[src/rtl/tdm_bmask_pkg.sv]
package tdm_bmask_pkg;
  localparam int unsigned CH_W_DEF = 8;
  localparam int unsigned N_CH_DEF = 2;

  function automatic int unsigned idx_w(input int unsigned n);
    return (n <= 1) ? 1 : $clog2(n);
  endfunction
endpackage

[src/rtl/tdm_bmask_regs.sv]
module tdm_bmask_regs #(
  parameter int unsigned MASK_W = 16
) (
  input  logic              clk_i,
  input  logic              rst_ni,
  input  logic              we_i,
  input  logic [MASK_W-1:0] wdata_i,
  output logic [MASK_W-1:0] mask_o
);
  logic [MASK_W-1:0] mask_q;

  always_ff @(posedge clk_i or negedge rst_ni) begin
    if (!rst_ni)   mask_q <= '1;
    else if (we_i) mask_q <= wdata_i;
  end

  assign mask_o = mask_q;
endmodule

[src/rtl/tdm_bmask_slot.sv]
module tdm_bmask_slot #(
  parameter int unsigned CH_W  = 8,
  parameter int unsigned N_CH  = 2,
  parameter int unsigned POS_W = 3,
  parameter int unsigned IDX_W = 1,
  localparam int unsigned MASK_W = CH_W * N_CH
) (
  input  logic              clk_i,
  input  logic              rst_ni,
  input  logic              bit_stb_i,
  input  logic [N_CH-1:0]   slot_vld_i,
  input  logic [MASK_W-1:0] mask_i,
  output logic [N_CH-1:0]   sd_o,
  output logic              bit_act_o,
  output logic              first_o,
  output logic              bit_on_o,
  output logic              last_on_o,
  output logic [IDX_W-1:0]  ch_o
);
  logic [POS_W-1:0]  cnt_q;
  logic [MASK_W-1:0] act_q, eff_mask;
  logic [CH_W-1:0]   cur_byte;
  logic              in_slot, any_above;
  logic [IDX_W-1:0]  ch;

  assign in_slot = |slot_vld_i;
  assign sd_o    = slot_vld_i;

  // lowest active slot wins if the one-hot rule is broken
  always_comb begin
    ch = '0;
    for (int k = N_CH - 1; k >= 0; k--)
      if (slot_vld_i[k]) ch = IDX_W'(k);
  end

  // mask is taken fresh only at a slot boundary
  assign eff_mask = (cnt_q == '0) ? mask_i : act_q;
  assign cur_byte = eff_mask[ch*CH_W +: CH_W];

  always_comb begin
    any_above = 1'b0;
    for (int j = 0; j < int'(CH_W); j++)
      if (j > int'(cnt_q) && cur_byte[j]) any_above = 1'b1;
  end

  always_ff @(posedge clk_i or negedge rst_ni) begin
    if (!rst_ni) begin
      cnt_q <= '0;
      act_q <= '1;
    end else begin
      act_q <= eff_mask;
      if (!in_slot)
        cnt_q <= '0;
      else if (bit_stb_i)
        cnt_q <= (cnt_q == POS_W'(CH_W - 1)) ? '0 : cnt_q + 1'b1;
    end
  end

  assign bit_act_o = bit_stb_i & in_slot;
  assign first_o   = (cnt_q == '0);
  assign bit_on_o  = cur_byte[cnt_q];
  assign last_on_o = cur_byte[cnt_q] & ~any_above;
  assign ch_o      = ch;
endmodule

[src/rtl/tdm_bmask_tx.sv]
module tdm_bmask_tx #(
  parameter int unsigned CH_W  = 8,
  parameter int unsigned N_CH  = 2,
  parameter int unsigned IDX_W = 1
) (
  input  logic                 clk_i,
  input  logic                 rst_ni,
  input  logic                 bit_act_i,
  input  logic                 first_i,
  input  logic                 bit_on_i,
  input  logic [IDX_W-1:0]     ch_i,
  input  logic [CH_W*N_CH-1:0] tx_byte_i,
  output logic                 tx_data_o,
  output logic                 tx_drv_o
);
  logic [CH_W-1:0] sh_q, cur;

  assign cur       = first_i ? tx_byte_i[ch_i*CH_W +: CH_W] : sh_q;
  assign tx_drv_o  = bit_act_i & bit_on_i;
  assign tx_data_o = tx_drv_o ? cur[0] : 1'b1;

  always_ff @(posedge clk_i or negedge rst_ni) begin
    if (!rst_ni)        sh_q <= '1;
    else if (bit_act_i) sh_q <= bit_on_i ? {1'b1, cur[CH_W-1:1]} : cur;
  end
endmodule

[src/rtl/tdm_bmask_rx.sv]
module tdm_bmask_rx #(
  parameter int unsigned CH_W  = 8,
  parameter int unsigned LEN_W = 4,
  parameter int unsigned IDX_W = 1
) (
  input  logic             clk_i,
  input  logic             rst_ni,
  input  logic             bit_act_i,
  input  logic             first_i,
  input  logic             bit_on_i,
  input  logic             last_on_i,
  input  logic [IDX_W-1:0] ch_i,
  input  logic             rx_data_i,
  output logic             rx_cap_o,
  output logic             rx_valid_o,
  output logic [CH_W-1:0]  rx_byte_o,
  output logic [LEN_W-1:0] rx_len_o,
  output logic [IDX_W-1:0] rx_ch_o
);
  logic [CH_W-1:0]  asm_q, base_asm, new_asm;
  logic [LEN_W-1:0] n_q, base_n, new_n;
  logic             valid_q;
  logic [CH_W-1:0]  byte_q;
  logic [LEN_W-1:0] len_q;
  logic [IDX_W-1:0] ch_q;

  assign rx_cap_o = bit_act_i & bit_on_i;
  assign base_n   = first_i ? '0 : n_q;
  assign base_asm = first_i ? '0 : asm_q;
  assign new_n    = base_n + LEN_W'(rx_cap_o);

  always_comb begin
    new_asm = base_asm;
    for (int j = 0; j < int'(CH_W); j++)
      if (rx_cap_o && base_n == LEN_W'(j)) new_asm[j] = rx_data_i;
  end

  always_ff @(posedge clk_i or negedge rst_ni) begin
    if (!rst_ni) begin
      asm_q   <= '0;
      n_q     <= '0;
      valid_q <= 1'b0;
      byte_q  <= '0;
      len_q   <= '0;
      ch_q    <= '0;
    end else begin
      valid_q <= 1'b0;
      if (bit_act_i) begin
        asm_q <= new_asm;
        n_q   <= new_n;
        if (rx_cap_o && last_on_i) begin
          valid_q <= 1'b1;
          byte_q  <= new_asm;
          len_q   <= new_n;
          ch_q    <= ch_i;
        end
      end
    end
  end

  assign rx_valid_o = valid_q;
  assign rx_byte_o  = byte_q;
  assign rx_len_o   = len_q;
  assign rx_ch_o    = ch_q;
endmodule

[src/rtl/tdm_bmask.sv]
module tdm_bmask
  import tdm_bmask_pkg::*;
#(
  parameter int unsigned CH_W = CH_W_DEF,
  parameter int unsigned N_CH = N_CH_DEF,
  localparam int unsigned MASK_W = CH_W * N_CH,
  localparam int unsigned POS_W  = idx_w(CH_W),
  localparam int unsigned IDX_W  = idx_w(N_CH),
  localparam int unsigned LEN_W  = $clog2(CH_W + 1)
) (
  input  logic              clk_i,
  input  logic              rst_ni,
  input  logic              reg_we_i,
  input  logic [MASK_W-1:0] reg_wdata_i,
  output logic [MASK_W-1:0] reg_rdata_o,
  input  logic              bit_stb_i,
  input  logic [N_CH-1:0]   slot_vld_i,
  output logic [N_CH-1:0]   sd_o,
  input  logic              rx_data_i,
  output logic              rx_cap_o,
  input  logic [MASK_W-1:0] tx_byte_i,
  output logic              tx_data_o,
  output logic              tx_drv_o,
  output logic              rx_valid_o,
  output logic [CH_W-1:0]   rx_byte_o,
  output logic [LEN_W-1:0]  rx_len_o,
  output logic [IDX_W-1:0]  rx_ch_o
);
  logic [MASK_W-1:0] mask;
  logic              bit_act, first, bit_on, last_on;
  logic [IDX_W-1:0]  ch;

  tdm_bmask_regs #(.MASK_W(MASK_W)) u_regs (
    .clk_i, .rst_ni,
    .we_i    (reg_we_i),
    .wdata_i (reg_wdata_i),
    .mask_o  (mask)
  );

  assign reg_rdata_o = mask;

  tdm_bmask_slot #(.CH_W(CH_W), .N_CH(N_CH), .POS_W(POS_W), .IDX_W(IDX_W)) u_slot (
    .clk_i, .rst_ni,
    .bit_stb_i,
    .slot_vld_i,
    .mask_i    (mask),
    .sd_o,
    .bit_act_o (bit_act),
    .first_o   (first),
    .bit_on_o  (bit_on),
    .last_on_o (last_on),
    .ch_o      (ch)
  );

  tdm_bmask_tx #(.CH_W(CH_W), .N_CH(N_CH), .IDX_W(IDX_W)) u_tx (
    .clk_i, .rst_ni,
    .bit_act_i (bit_act),
    .first_i   (first),
    .bit_on_i  (bit_on),
    .ch_i      (ch),
    .tx_byte_i,
    .tx_data_o,
    .tx_drv_o
  );

  tdm_bmask_rx #(.CH_W(CH_W), .LEN_W(LEN_W), .IDX_W(IDX_W)) u_rx (
    .clk_i, .rst_ni,
    .bit_act_i (bit_act),
    .first_i   (first),
    .bit_on_i  (bit_on),
    .last_on_i (last_on),
    .ch_i      (ch),
    .rx_data_i,
    .rx_cap_o,
    .rx_valid_o,
    .rx_byte_o,
    .rx_len_o,
    .rx_ch_o
  );
endmodule

[config.mk]
export PLATFORM = sky130hd
export DESIGN_NAME = tdm_bmask
export DESIGN_NICKNAME = d
export VERILOG_FILES = /design/src/rtl/tdm_bmask_pkg.sv /design/src/rtl/tdm_bmask_regs.sv /design/src/rtl/tdm_bmask_slot.sv /design/src/rtl/tdm_bmask_tx.sv /design/src/rtl/tdm_bmask_rx.sv /design/src/rtl/tdm_bmask.sv
export SDC_FILE = /design/constraint.sdc
export NUM_CORES = 1
export LEC_CHECK = 0
export BUFFER_PORTS_ARGS = -buffer_cell sky130_fd_sc_hd__buf_2
export CAP_MARGIN = 20
export CORE_MARGIN = 2
export CORE_UTILIZATION = 45
export CTS_CLUSTER_DIAMETER = 100
export DETAILED_ROUTE_END_ITERATION = 8
export PLACE_DENSITY = 0.7
export SYNTH_ARGS = -nofsm -noshare
export SYNTH_HDL_FRONTEND = slang
export SYNTH_SLANG_ARGS = --single-unit
[constraint.sdc]
create_clock -name clk_i -period 7 [get_ports clk_i]
set_clock_uncertainty 0.05 [all_clocks]
set_input_delay 1.05 -clock clk_i [delete_from_list [all_inputs] [get_ports clk_i]]
set_output_delay 1.05 -clock clk_i [all_outputs]
set_load 0.05 [all_outputs]
==> metrics.md, run 1 <==
| Metric | Value |
|---|---|
| Finished layout cell area | 0.00447 mm² |
| Synthesis warning total | 0 |
| Inst Count DP | 528 |
| Slew Viols, Final | 0 |
| Netlist area before placement | 0.00379 mm² |
| Final critical-path share of the clock period | 72.9% |
| Starting density of the core | a little under half |
| Time the final worst path needs with I/O delays and setup | 5100 ps |
| TritonCTS clock tree | yes |
| Top area cells in the synthesized netlist | dfstp_2 (28%), dfrtp_1 (19%), nand2_1 (10%), mux2_2 (5.9%), mux2i_1 (4.7%) |
| Hold_sp | u_tx.sh_q[3] |
| Total grt overflow | 0 |
| Type of the setup path with the least slack | reg2out |
| Number of buffers added by the clock tree synthesis step | 9 |
| Site row count | 33 |
| Total I/O pin count | 74 |
| Hold_ws | 404 ps |
| Layout overhead on the synthesized area | 17.9% |
| Post-CTS Hold Buffers | 0 |
| Endpoints failing setup | 0 |
| Setup repair after global routing missed its margin | no |
| Worst setup startpoint | u_slot.cnt_q[0] |
| CTS clk-pin slew, worst paths | about 80 ps |
| # diodes | 0 |
| Slew margin rel. | 37.1% |
| Worst-Skew Late Latency | around 350 ps |
| Final Hold Violating Endpoints | 0 |
| Worst endpoint data arrival time | 4000 ps |
| Count of unique library cells instantiated by Yosys | 49 |
| EDFF count, synth | 0 |
| Initial antenna violation count | 0 |
| Post-CTS setup-driven buffer insertion count | 0 |
| Crit path max fanout | 39 |
| Peak VDD IR | 173 µV |
| Post-route worst setup slack | 1900 ps |
| Worst Hold Class | reg2reg |
| Post-synth top area cell | dfstp_2 |
| Total design power | 1.88 mW |
| DR vias/cell | 5.44 |
| Synthesized netlist net count | 416 |
| Capturing element type of the critical path | output pin |
| Top FF cell, synth | dfstp_2 |
| Layout cell share with drive strength beyond 1 | 39.6% |
| Transition at the pin with the smallest max-transition slack | roughly 940 ps |
| Placeable core region | 0.00818 mm² |
| Per-instance average area after synthesis | between 10 and 15 µm² |
| Number of DRC violations after detailed-routing iteration 0 | 142 |
| Routability congestion estimate | 0.854 |
| Number of cells produced by synthesis | 372 |
| IO buf count | 73 |
| Sink Count | 69 |
| Post-Layout Cell Count | 544 |
| PD cells | roughly 420 mW/mm² |
| Vias post-DR | 2,961 |
| First-pass iteration count of the detailed router | 5 |
| Launch instance of the worst register-to-register path | u_slot.cnt_q[0] |
| Final wirelength | 8.28 mm |
| Fill cells | 737 |
| Commonest cells post-synth | nand2_1 (101), dfstp_2 (40), dfrtp_1 (29) |
| Worst slack at placement | about 2300 ps |
| Fraction of synthesized cell area taken by the top area cell type | 27.7% |
| Max Clk Rate | ~200 MHz |
| Overall fraction of global-route tracks in use | 19.4% |
| Layout net count | 478 |
| Vias in the first global route | between 2,000 and 3,000 |
| Total of cells resized after clock tree synthesis | 0 |
| Outcome | completed |
| Post-detailed-placement half-perimeter wirelength | 5.74 mm |
| Total Neg Setup Slack | 0 ps |
| Total of max-cap violations | 0 |
| Clk root buf | clkbuf_8 |
| Most frequently used cell type in the post-synthesis netlist | nand2_1 |
| Average routed wire per standard cell | 15.2 µm |
| Startpoint type of the worst setup path | register |
| Share of flip-flops with an asynchronous set or reset | 100% |
| Cell area after placement | 0.00419 mm² |
| Flops & latches, synth | 69 |
| Overall die width | 95.8 µm |
| Area of the die | between 0.009 and 0.01 mm² |
| DIE HEIGHT | 95.8 µm |
| Maximum number of pins on one net before global-route repair | 70 |
| Wire length of the first global-routing pass | 13.9 mm |
| Share of the core filled with cells in the final layout | 54.7% |
| Required time of the worst setup path | 5900 ps |
| Antenna-violating nets left | 0 |
| Seq/Total Area, Yosys | 46.8% |
| Buffer levels on the longest clock path | 2 |
| Final routed DRC violation total | 0 |
| Number of H-tree branching levels | 3 |
| Leakage dissipation | 2.23 nW |
[sequential cells by signal, indices dropped and copies added, names as in the netlist]
register,cells
u_regs.mask_o,16
u_rx.asm_q,8
u_tx.sh_q,8
u_rx.rx_len_o,4
u_rx.rx_ch_o,1
u_rx.rx_byte_o,8
u_rx.rx_valid_o,1
u_slot.cnt_q,3
u_slot.act_q,16
u_rx.n_q,4
[path summary, 6_finish.rpt]
kind	to	slack (ps)	cells past startpoint
worst max-delay path	tx_data_o	1900	10
worst min-delay path	u_tx.sh_q[3]	400	2
worst max register to register	u_rx.rx_len_o[2]	2660	12
worst min register to register	u_tx.sh_q[3]	400	2
max in group asynchronous	u_rx.rx_ch_o	5480	2
min in group asynchronous	u_rx.rx_valid_o	830	2
[power breakdown]
part,internal (mW),switching [mW]
Combinational,0.271,0.454
Sequential,0.590,0.0994
Clock,0.310,0.158
[routing by layer]
metal,vias to the layer above,routed length [µm],GRT usage (%)
met5,-,0,0
met4,0,129,6.90
met3,12,436,3.29
met2,99,3930,31.5
met1,1440,3790,26.3
li1,1410,-,-
[critical path, cell delays in order, from the launching register on]
cell and delay (ps):
dfrtp_1 490, inv_1 170, ha_1 290, nor2b_4 820, mux2i_1 250, or4_4 550
a31oi_4 320, nor2_4 150, nor2_1 250, o211ai_1 130, buf_2 230
[cell type report]
class                   count  area [µm²]  area share (%)
clock buffers              10         128            2.85
clock inverters             6         159            3.55
inverters                   6        22.5           0.503
multi-input cells         271        1860            41.6
flip-flops and latches     69        1780            39.7
well taps                 105         131            2.94
repair buffers             77         395            8.84
[cell usage in the layout (no fill, tap or decap), drive strengths merged, types with 3 or more instances in the layout]
cell type and instances:
o21ai 5, mux4 6, inv 6, o211ai 7, mux2i 18, nand2b 3, nor3 12, a311oi 6
buf 77, dfrtp 29, clkbuf 10, nor2 24, mux2 30, dfstp 40, a31oi 3, nand3 5
bufinv 5, a21o 7, nor2b 3, and2 3, a21oi 9, ha 5, nand2 101
[cells by family (layout without fill, tap and decap cells)]
| kind of cell | Yosys count | after routing | synth area share (%) |
|---|---|---|---|
| DFF | 69 | 69 | 46.8 |
| adders and majority gates | 5 | 5 | 1.65 |
| and+or+nand+nor | 161 | 161 | 18.6 |
| AOI/OAI and AO/OA | 49 | 49 | 9.80 |
| muxes | 54 | 54 | 18.4 |
| buffers and inverters | 32 | 99 | 4.25 |
| xor gates and xnor gates | 2 | 2 | 0.462 |
(Power assumes the default switching activity.)
==> run 2, diff against run 1 <==
==> constraint.sdc (replaced) <==
create_clock -name clk_i -period 5 [get_ports clk_i]
set_clock_uncertainty 0.05 [all_clocks]
set_input_delay 0.75 -clock clk_i [delete_from_list [all_inputs] [get_ports clk_i]]
set_output_delay 0.75 -clock clk_i [all_outputs]
set_load 0.05 [all_outputs]
==> metrics.md, run 2 (same netlist as run 1, synthesis figures left out) <==
| Metric | Value |
|---|---|
| Outcome | completed |
| Wire length of the first global-routing pass | 14.0 mm (+0.75%) |
| Post-detailed-placement half-perimeter wirelength | 6.02 mm (+4.8%) |
| Total Neg Setup Slack | 0 ps (unchanged) |
| Post-CTS setup-driven buffer insertion count | 0 (unchanged) |
| Overall fraction of global-route tracks in use | 19.8% (+0.33 points) |
| Antenna-violating nets left | 0 (unchanged) |
| TritonCTS clock tree | yes |
| Slew Viols, Final | 0 (unchanged) |
| Slowest stage cell on the critical path | or4_4 |
| Total I/O pin count | 74 (unchanged) |
| Final Hold Violating Endpoints | 0 (unchanged) |
| Worst-Skew Late Latency | 350 ps (about the same) |
| # diodes | 0 (unchanged) |
| Type of the setup path with the least slack | reg2out |
| Post-CTS Hold Buffers | 0 (unchanged) |
| Max Clk Rate | 222 MHz |
| Final wirelength | 8.33 mm (+0.64%) |
| Total grt overflow | 0 (unchanged) |
| Family with the most delay on the worst path | simple AND/OR/NAND/NOR gates |
| PD cells | 556 mW/mm² (+32%) |
| IO buf count | 73 (unchanged) |
| Number of DRC violations after detailed-routing iteration 0 | 113 (-20%) |
| Total design power | 2.45 mW (+30%) |
| Routability congestion estimate | 0.818 (-4.2%) |
| Layout overhead on the synthesized area | 16.0% |
| Most common cell after layout, fill and taps aside | nand2_1 |
| Vias in the first global route | 2,927 (+1.0%) |
| Number of buffers added by the clock tree synthesis step | 9 (unchanged) |
| Clk root buf | clkbuf_8 |
| Initial antenna violation count | 0 (unchanged) |
| Total of cells resized after clock tree synthesis | 0 (unchanged) |
| Fill cells | 764 (+3.7%) |
| Final critical-path share of the clock period | 90.0% |
| Largest stage delay on the critical path | 530 ps (-290 ps) |
| Buffering stage count on the worst path with inverters included | 3 (+1) |
| Footprint of the multi-input gates | 0.00186 mm² (unchanged) |
| Capturing element type of the critical path | output pin |
| Number of H-tree branching levels | 3 (unchanged) |
| Starting density of the core | 46.4% (unchanged) |
| Worst Hold Class | reg2reg |
| Commonest cells after routing, fill and taps aside | nand2_1 (101), buf_2 (73), dfstp_2 (40) |
| Required time of the worst setup path | 4200 ps (-1700 ps) |
| Time the final worst path needs with I/O delays and setup | 4500 ps |
| Layout net count | 480 (+0.42%) |
| List of cells traversed by the critical path | inv_1 > ha_1 > nor2b_4 > mux2i_1 > or4_4 > a31oi_4 > nor2_4 > buf_4 > nor2_1 > o211ai_1 > buf_2 |
| Overall die width | 95.8 µm (unchanged) |
| Setup repair after global routing missed its margin | no |
| Site row count | 33 (unchanged) |
| Buffer levels on the longest clock path | 2 (unchanged) |
| DR vias/cell | 5.36 (-1.6%) |
| CTS clk-pin slew, worst paths | 80 ps (about the same) |
| Average routed wire per standard cell | 15.3 µm (+0.27%) |
| Leakage dissipation | 2.20 nW (-1.4%) |
| Peak VDD IR | 218 µV (+26%) |
| Maximum number of pins on one net before global-route repair | 36 (-49%) |
| Total of max-cap violations | 0 (unchanged) |
| Worst endpoint data arrival time | 3700 ps (-300 ps) |
| Sink Count | 69 (unchanged) |
| Slew margin rel. | 39.6% (+2.5 points) |
| Vias post-DR | 2,924 (-1.2%) |
| Layout cell share with drive strength beyond 1 | 39.9% (+0.27 points) |
| Startpoint type of the worst setup path | register |
| Area of the die | 0.00918 mm² (unchanged) |
| First-pass iteration count of the detailed router | 4 (-1) |
| Final routed DRC violation total | 0 (unchanged) |
| DIE HEIGHT | 95.8 µm (unchanged) |
| Hold_ws | 409 ps (+4.92 ps) |
| Placeable core region | 0.00818 mm² (unchanged) |
| Register Area | 0.00178 mm² (unchanged) |
| Transition at the pin with the smallest max-transition slack | 906 ps (-35.9 ps) |
| Endpoints failing setup | 0 (unchanged) |
| Crit path max fanout | 16 (-59%) |
[run 2: worst paths after layout]
path,from,endpoint,slack [ps],depth (start not counted)
setup reg to reg,u_slot.cnt_q[0],u_rx.rx_len_o[3],1040,14
max in group asynchronous,rst_ni,u_slot.act_q[13],3470,2
min in group asynchronous,rst_ni,u_rx.rx_byte_o[4],430,1
hold reg to reg,u_tx.sh_q[1],u_tx.sh_q[1],410,2
setup / recovery,u_slot.cnt_q[0],tx_data_o,500,11
hold / removal,u_tx.sh_q[1],u_tx.sh_q[1],410,2
[run 2: area by class of cell]
cell class,count,area share (%)
inverter,6,0.512
clock buffer,13,4.09
multi-input combinational,271,42.3
clock inverter,3,0.398
tap,105,2.99
sequential,69,40.4
timing repair buffer,79,9.33
[run 2: stage by stage]
step                setup WS (ps)  instances  area (µm²)  utilization [%]
floorplan                     419        372        3790                -
global placement              854        530        4200             51.4
detailed placement            786        530        4200             51.4
CTS                           490        546        4400             53.8
global route                  217        546        4400             53.8
finish                        500        546        4400             53.8
[run 2: worst min-delay path, stage by stage (launching register included)]
cell and delay (ps):
dfstp_2 370, nand2_1 50, nand2_1 40
[run 2: metal layers]
metal / track usage (%) / part of all wire (%) / vias to the layer above
li1: - / - / 1419
met1: 26.9 / 46 / 1407
met2: 30.5 / 47 / 85
met3: 5.17 / 4.8 / 13
met4: 7.14 / 1.9 / 0
met5: 0 / 0 / -
[run 2: report_power, final]
| part | internal, mW | total (mW) | switching, mW | leakage (nW) |
|---|---|---|---|---|
| clock network | 0.236 | 0.454 | 0.217 | 0.101 |
| registers | 0.826 | 0.964 | 0.138 | 0.800 |
| logic | 0.391 | 1.03 | 0.638 | 1.30 |
| total | 1.45 | 2.45 | 0.994 | 2.20 |
==> run 3, diff against run 2 <==
--- a/config.mk
+++ b/config.mk
@@ -7,6 +7,7 @@
 export LEC_CHECK = 0
 export BUFFER_PORTS_ARGS = -buffer_cell sky130_fd_sc_hd__buf_2
 export CAP_MARGIN = 20
+export CORE_ASPECT_RATIO = 1.1
 export CORE_MARGIN = 2
 export CORE_UTILIZATION = 45
 export CTS_CLUSTER_DIAMETER = 100
==> metrics.md, run 3 (same netlist as run 1, synthesis figures left out) <==
| Metric | Value |
|---|---|
| Startpoint type of the worst setup path | register |
| R2R Path End | u_rx.rx_len_o[2] |
| Cells on worst reg2reg path | 12 (-2) |
| Overall fraction of global-route tracks in use | 19.2% (-0.53 points) |
| Starting density of the core | 45.8% (-0.57 points) |
| # diodes | 0 (unchanged) |
| Maximum number of pins on one net before global-route repair | 36 (unchanged) |
| Total grt overflow | 0 (unchanged) |
| Inst Count DP | 535 (+0.94%) |
| CTS clk-pin slew, worst paths | 90 ps (about the same) |
| Final wirelength | 8.35 mm (+0.24%) |
| Worst-Skew Late Latency | 360 ps (about the same) |
| Number of buffers added by the clock tree synthesis step | 9 (unchanged) |
| Cell area after placement | 0.00420 mm² (unchanged) |
| DR vias/cell | 5.39 (+0.62%) |
| IO buf count | 73 (unchanged) |
| Buffer levels on the longest clock path | 2 (unchanged) |
| Average routed wire per standard cell | 15.2 µm (-0.67%) |
| Slew Viols, Final | 0 (unchanged) |
| Overall die width | 91.5 µm (-4.5%) |
| Placeable core region | 0.00828 mm² (+1.2%) |
| Type of the setup path with the least slack | reg2out |
| Vias in the first global route | 2,908 (-0.65%) |
| Leakage dissipation | 2.19 nW (-0.34%) |
| Routability congestion estimate | 0.839 (+2.5%) |
| Layout net count | 479 (-0.21%) |
| Total of cells resized after clock tree synthesis | 0 (unchanged) |
| Time the final worst path needs with I/O delays and setup | 4330 ps (-170 ps) |
| Commonest cells after routing, fill and taps aside | nand2_1 (101), buf_2 (73), dfstp_2 (40) |
| Max Clk Rate | 231 MHz (+3.9%) |
| Total I/O pin count | 74 (unchanged) |
| Worst endpoint data arrival time | 3530 ps (-170 ps) |
| Slew margin rel. | 35.5% (-4.1 points) |
| Transition at the pin with the smallest max-transition slack | 968 ps (+62.1 ps) |
| Final critical-path share of the clock period | 86.6% (-3.4 points) |
| Total Neg Setup Slack | 0 ps (unchanged) |
| Final Hold Violating Endpoints | 0 (unchanged) |
| Layout overhead on the synthesized area | 16.0% (about the same) |
| Capturing element type of the critical path | output pin |
| Area of the die | 0.00918 mm² (about the same) |
| Outcome | completed |
| Required time of the worst setup path | 4200 ps (about the same) |
| Sink Count | 69 (unchanged) |
| Setup slack of the worst register-to-register path | 1130 ps (+90 ps) |
| Peak VDD IR | 262 µV (+20%) |
| Finished layout cell area | 0.00440 mm² (about the same) |
| Site row count | 35 (+6.1%) |
| Fill cells | 755 (-1.2%) |
| Initial antenna violation count | 0 (unchanged) |
| Most common cell after layout, fill and taps aside | nand2_1 |
| Wire length of the first global-routing pass | 13.9 mm (-0.54%) |
| Total design power | 2.44 mW (-0.11%) |
| Post-CTS setup-driven buffer insertion count | 0 (unchanged) |
| Endpoints failing setup | 0 (unchanged) |
| Share of the core filled with cells in the final layout | 53.2% (-0.67 points) |
| Worst Hold Class | in2async |
| PD cells | 555 mW/mm² (about the same) |
| Number of H-tree branching levels | 3 (unchanged) |
| Clk root buf | clkbuf_8 |
| TritonCTS clock tree | yes |
| Total of max-cap violations | 0 (unchanged) |
| Vias post-DR | 2,969 (+1.5%) |
| Crit path max fanout | 15 (-1) |
| Setup repair after global routing missed its margin | no |
| Final routed DRC violation total | 0 (unchanged) |
| Number of DRC violations after detailed-routing iteration 0 | 138 (+22%) |
| Layout cell share with drive strength beyond 1 | 39.8% (-0.14 points) |
| Launch instance of the worst register-to-register path | u_slot.cnt_q[0] |
| DIE HEIGHT | 100 µm (+4.7%) |
| First-pass iteration count of the detailed router | 4 (unchanged) |
| Antenna-violating nets left | 0 (unchanged) |
| Post-Layout Cell Count | 551 (+0.92%) |
| Post-detailed-placement half-perimeter wirelength | 5.93 mm (-1.4%) |
| Post-CTS Hold Buffers | 0 (unchanged) |
## run 3: changes by cell type in the layout (fill, tap and decap cells not counted)
cell,delta
buf_4,-1
bufinv_16,+1
clkbuf_1,-1
clkbuf_16,-1
clkbuf_8,-2
clkinv_1,+1
clkinv_2,-1
clkinv_4,+1
inv_6,+2
## run 3: power by group
part / total [mW] / internal [mW] / switching, mW
combinational: 1.02 / 0.383 / 0.638
clock: 0.460 / 0.232 / 0.228
sequential: 0.963 / 0.825 / 0.138
## run 3: how the worst max path moves through the flow
stage	depth (start not counted)	from	endpoint	slack [ps]
5_1_grt	10	u_slot.cnt_q[0]	tx_data_o	360
2_1_floorplan	11	u_slot.cnt_q[0]	tx_data_o	420
3_5_place_dp	9	slot_vld_i[1]	tx_data_o	870
3_3_place_gp	9	slot_vld_i[1]	tx_data_o	910
6_report	10	u_slot.cnt_q[0]	tx_data_o	670
4_1_cts	10	u_slot.cnt_q[0]	tx_data_o	650
## run 3: final cells by class
class | instances | area (µm²) | share of cell area [%]
clock buffer | 9 | 124 | 2.82
clock inverter | 7 | 72.6 | 1.65
inverter | 6 | 22.5 | 0.512
multi-input combinational | 271 | 1860 | 42.3
sequential | 69 | 1780 | 40.4
tap | 111 | 139 | 3.16
timing repair buffer | 78 | 403 | 9.16
## run 3: metal layers
metal / part of all wire (%) / up-vias / routed length (µm) / track usage (%)
met5: 0 / - / 0 / 0
met4: 1.9 / 0 / 157 / 8.62
met3: 4.5 / 14 / 375 / 3.83
met2: 51 / 76 / 4230 / 32.2
li1: - / 1416 / - / -
met1: 43 / 1463 / 3590 / 24.2
## run 3: through the flow
step	setup WS, ps	hold WS (ps)
finish	670	396
global route	362	427
CTS	648	405
detailed placement	868	394
global placement	906	392
floorplan	419	385
## run 3: worst max-delay path, cell delays in order, from the launching register on
cell	delay [ps]
dfrtp_1	480
inv_1	180
ha_1	290
nor2b_4	390
mux4_1	600
nand2_1	150
a211oi_4	120
nor2_4	380
nor2_1	150
o211ai_1	130
buf_2	290
